File: config.mk
export PLATFORM = sky130hd
export DESIGN_NAME = sec_dist_ctrl
export DESIGN_NICKNAME = d
export VERILOG_FILES = /design/src/rtl/sec_dist_ctrl.sv
export SDC_FILE = /design/constraint.sdc
export NUM_CORES = 1
export LEC_CHECK = 0
export ABC_CLOCK_PERIOD_IN_PS = 1400
export BUFFER_PORTS_ARGS = -buffer_cell sky130_fd_sc_hd__buf_2
export CAP_MARGIN = 20
export CORE_MARGIN = 2
export CORE_UTILIZATION = 35
export CTS_BUF_LIST = sky130_fd_sc_hd__clkbuf_8
export CTS_CLUSTER_SIZE = 8
export DETAILED_ROUTE_END_ITERATION = 7
export PLACE_DENSITY = 0.85
export RECOVER_POWER = 25
export SLEW_MARGIN = 20
export SYNTH_ARGS = -nofsm -noshare
export SYNTH_HDL_FRONTEND = slang
export SYNTH_SLANG_ARGS = --single-unit
File: constraint.sdc
create_clock -name clk -period 1.4 [get_ports clk]
set_input_delay 0.21 -clock clk [delete_from_list [all_inputs] [get_ports clk]]
set_output_delay 0.21 -clock clk [all_outputs]
set_load 0.01 [all_outputs]
File: src/rtl/sec_dist_ctrl.sv
module sec_dist_ctrl #(
  parameter int TWO_SEC = 1,
  parameter int NUM_IRQ = 128,
  parameter int NUM_CPU = 4,
  parameter int ADDR_W  = 7
) (
  input  logic              clk,
  input  logic              rst_n,
  input  logic              req,
  input  logic              wr,
  input  logic              nsec,
  input  logic [ADDR_W-1:0] addr,
  input  logic [31:0]       wdata,
  output logic              rvalid,
  output logic [31:0]       rdata,
  output logic              grp0_en,
  output logic              grp1ns_en,
  output logic              grp1s_en
);
  localparam int WIDX = ADDR_W - 2;
  localparam int CPU_SAT = (NUM_CPU > 8) ? 8 : NUM_CPU;
  localparam logic [4:0] LINES = 5'((NUM_IRQ - 32) / 32);
  localparam logic [2:0] CPUS = 3'(CPU_SAT - 1);
  localparam logic [31:0] TYPE_VAL = {9'd0, 4'hF, 11'd0, CPUS, LINES};
  localparam logic [31:0] IID_VAL = 32'h0000_043B;
  localparam logic [WIDX-1:0] IDX_CTL = WIDX'(0);
  localparam logic [WIDX-1:0] IDX_TYPE = WIDX'(1);
  localparam logic [WIDX-1:0] IDX_IID = WIDX'(2);

  logic [WIDX-1:0] widx;
  logic ctl_wr, rd_req, rwp;
  logic g0, g1ns, g1s;
  logic [31:0] ctl_view, rd_mux;

  assign widx   = addr[ADDR_W-1:2];
  assign ctl_wr = req & wr & (widx == IDX_CTL);
  assign rd_req = req & ~wr;

  assign grp0_en   = g0;
  assign grp1ns_en = g1ns;
  assign grp1s_en  = g1s;

  always_ff @(posedge clk) begin
    if (!rst_n) begin
      g0   <= 1'b0;
      g1ns <= 1'b0;
      g1s  <= 1'b0;
      rwp  <= 1'b0;
    end else begin
      rwp <= ctl_wr;
      if (ctl_wr) begin
        if (TWO_SEC != 0) begin
          if (!nsec) {g1s, g1ns, g0} <= wdata[2:0];
          else g1ns <= wdata[1];
        end else begin
          g0   <= wdata[0];
          g1ns <= wdata[1];
        end
      end
    end
  end

  always_comb begin
    if (TWO_SEC != 0 && !nsec)
      ctl_view = {rwp, 25'd0, 1'b1, 1'b1, 1'b0, g1s, g1ns, g0};
    else if (TWO_SEC != 0)
      ctl_view = {rwp, 26'd0, 1'b1, 2'b00, g1ns, 1'b0};
    else
      ctl_view = {rwp, 26'd0, 1'b1, 2'b00, g1ns, g0};
  end

  always_comb begin
    case (widx)
      IDX_CTL:  rd_mux = ctl_view;
      IDX_TYPE: rd_mux = TYPE_VAL;
      IDX_IID:  rd_mux = IID_VAL;
      default:  rd_mux = 32'd0;
    endcase
  end

  always_ff @(posedge clk) begin
    if (!rst_n) begin
      rvalid <= 1'b0;
      rdata  <= 32'd0;
    end else begin
      rvalid <= rd_req;
      rdata  <= rd_req ? rd_mux : 32'd0;
    end
  end

  a_r9_pending_drops: assert property (@(posedge clk) disable iff (!rst_n)
    (rwp && !ctl_wr) |=> !rwp);

  a_r12_enables_hold: assert property (@(posedge clk) disable iff (!rst_n)
    !ctl_wr |=> $stable({grp0_en, grp1ns_en, grp1s_en}));

  a_r7_ns_write_narrow: assert property (@(posedge clk) disable iff (!rst_n)
    (TWO_SEC != 0 && ctl_wr && nsec) |=> ($stable(grp0_en) && $stable(grp1s_en)));

  a_r11_rvalid_follows_read: assert property (@(posedge clk) disable iff (!rst_n)
    rvalid |-> $past(req && !wr));

  a_r11_rdata_quiet: assert property (@(posedge clk) disable iff (!rst_n)
    !rvalid |-> (rdata == 32'd0));

  a_r5_ns_view_mask: assert property (@(posedge clk) disable iff (!rst_n)
    (rvalid && $past(nsec) && TWO_SEC != 0 && $past(widx == IDX_CTL))
      |-> ((rdata & 32'h7FFF_FFED) == 32'd0));

  a_r8_no_secure_group: assert property (@(posedge clk) disable iff (!rst_n)
    (TWO_SEC == 0) |-> !grp1s_en);
endmodule

==> impl_metrics.csv <==
group,metric,value,unit
floorplan,initial_utilization,37.6,%
global_routing,gr-total-overflow,0,
floorplan,fp.dieW,47.3,um
yosys,ys_warn_count,0,
yosys,avgSynthCellArea,9.12,um^2
pwr,p_per_area,1010,nW/um^2
placed_design,dp.cells,119,
yosys,async_flop_share,0,%
global_routing,grt_busiest_layer,"met2",
clock_network,cts_buffers,3,
setup_path,start_kind,"primary input",
global_routing,grt_pass1_wl,1490,um
floorplan,rows,15,
placed_design,postPlaceCellArea,713,um^2
pwr,power.switching,171,uW
yosys,yosysSeqAreaShare,39.6,%
setup_path,path_max_fanout,4,
pwr,peakVddDrop,0.000489,V
timing,finalClockSkew,0.00239,ns
pwr,netSwitchingFraction,22.6,%
drt,vias_per_cell,3.81,
setup_path,worstReg2RegEnd,"rdata[1]",
pwr,combinationalPowerShare,9.0,%
layout,stdcell_count,123,
min_path,hold_path_class,"primary input to flop",
setup_path,critPathKind,"primary input to flop",
global_routing,grt_use_total,10.5,%
placed_design,dp_hpwl,837,um
setup_path,endpoint_kind,"flop",
timing,setup_viol,0,
pwr,intPower,587,uW
timing,whs,0.176,ns
floorplan,die_area,2240,um^2
yosys,synth_area,657,um^2
global_routing,grt_max_degree,9,
drt,wl,1010,um
setup_path,crit_path_top_delay_cell,"nor3_1",
clock_network,postCtsSetupRepairBufs,0,
global_routing,use_met2,15.9,%
layout,area_growth,14.1,%
pwr,power_frac_seq,49.3,%
layout,fin_area,749,um^2
drt,vias,469,
run,max-cap-violations,0,
setup_path,crit_start,"addr[6]",
clock_network,htreeDepth,1,
yosys,synth_edf_count,0,
global_routing,grt_util_met3,6.54,%
drt,drc,0,
clock_network,cts_tree,"done",
setup_path,cp.depth,4,
setup_path,cp.required,1.57,ns
setup_path,timing.rr.start,"grp1ns_en",
setup_path,max_stage_delay,0.39,ns
pwr,finalPower,759,uW
placed_design,place_congestion,0.701,
timing,layout_min_cycle_time,1.01,ns
global_routing,first_global_vias,373,
yosys,ys_ff_latch,13,
setup_path,crit_path_cell_trace,"buf_2 > nor3_1 > and4bb_4 > mux2i_1",
clock_network,clkTransAtPathRegs,0.05,ns
layout,nNetsFinal,143,
timing,timing.setup.tns,0,ns
global_routing,antenna_found_initial,0,
setup_path,path_delay_family,"simple AND/OR/NAND/NOR gates",
setup_path,ff2ff_path_depth,2,
floorplan,io_pins,80,
clock_network,ctsHoldBuffers,0,
setup_path,reg2reg_slack,0.74,ns
timing,period_share,71.8,%
yosys,synthCells,72,
clock_network,cts_root_buffer,"clkbuf_8",
drt,wl_per_cell,8.18,um
setup_path,endpoint,"grp1s_en",
floorplan,die_y,47.3,um
setup_path,worst_ep_arrival_time,1.18,ns
drt,dr.pass1.iters,1,
timing,hold_viol,0,
pwr,p_leak,0.000399,uW
clock_network,clk-insertion-delay-late,0.24,ns
floorplan,core_area,1750,um^2
drt,drtIter0Drc,0,
timing,drv_slew,0,
timing,max_freq,994,MHz
status,status,"completed",
layout,diodes,0,
clock_network,ctsResizeCount,0,
pwr,clock_power_share,41.7,%
timing,rsz0062_at_grt,"no",
clock_network,clockBufferDepth,2,
setup_path,crit_buf_inv,1,
clock_network,cts.sinks,13,
layout,layout-drive-gt1-share,36.7,%
placed_design,port_buffers,29,
global_routing,grtUsageMet1,9.47,%
yosys,ys_types,18,
yosys,synthFlopType,"dfxtp_1",
drt,antenna_left,0,
## power groups by stage
stage / Combinational, uW / Clock (uW) / Sequential (uW)
final: 68.3 / 316 / 374
after global routing: 78.0 / 338 / 374
after CTS: 69.7 / 327 / 374
after detailed placement: 69.6 / 0 / 381
after global placement: 68.3 / 0 / 381
after floorplan: 81.5 / 0 / 383
## synth_stat cells (all sizes together) (2+ instances only)
| library cell | instances | area share [%] |
|---|---|---|
| a21oi | 2 | 1.5 |
| nor2 | 6 | 3.8 |
| buf | 25 | 29 |
| dfxtp | 13 | 40 |
| nor3b | 2 | 3.8 |
| nand2 | 11 | 6.7 |
| mux2i | 3 | 4.6 |
| nor3 | 3 | 3.8 |
## per-layer routing
metal / part of all wire (%) / wire (um)
met3: 14 / 142
met2: 43 / 435
met4: 4.0 / 40
met1: 38 / 387
met5: 0 / 0
## registers in the layout (all words and copies together) (netlist names)
signal     count
grp0_en        1
grp1ns_en      1
rvalid         1
rdata          8
rwp            1
grp1s_en       1
## kinds of logic (layout without fill, tap and decap cells)
| logic type | Yosys count | in the layout | synth area share [%] |
|---|---|---|---|
| compound gates | 2 | 2 | 1.52 |
| buf+inv | 26 | 34 | 29.1 |
| flops | 13 | 13 | 39.6 |
| simple gates | 27 | 27 | 24.6 |
| mux | 3 | 3 | 4.57 |
| other cells | 1 | 19 | 0.571 |
## cell usage in the layout, fill, tap and decap left out, types with 2 or more instances in the layout
cell	count
a21oi_1	2
buf_2	28
clkbuf_8	3
conb_1	19
dfxtp_1	13
inv_1	2
mux2i_1	3
nand2_1	11
nor2_1	5
nor3_1	2
nor3b_2	2
## layout make-up
cell class                 instances  area, um^2
clock buffer                       3        41.3
clock inverter                     1        3.75
fill                             190         996
inverter                           1        3.75
multi-input combinational         51         265
sequential                        13         260
tap                               25        31.3
timing repair buffer              29         144
## worst min path at each step
stage | start | cells after the start | endpoint
6_report | nsec | 2 | rdata[5]
5_1_grt | nsec | 2 | rdata[5]
4_1_cts | nsec | 2 | rdata[5]
3_5_place_dp | rwp | 2 | rdata[31]
3_3_place_gp | rwp | 2 | rdata[31]
2_1_floorplan | addr[2] | 1 | rdata[2]
## stage by stage
stage | setup slack [ns] | utilization (%)
floorplan | 0.435 | -
CTS | 0.436 | 43.4
finish | 0.394 | 42.9
global route | 0.235 | 42.9
detailed placement | 0.226 | 40.9
global placement | 0.250 | 40.9
No activity file was read; power rests on OpenSTA's default activity.
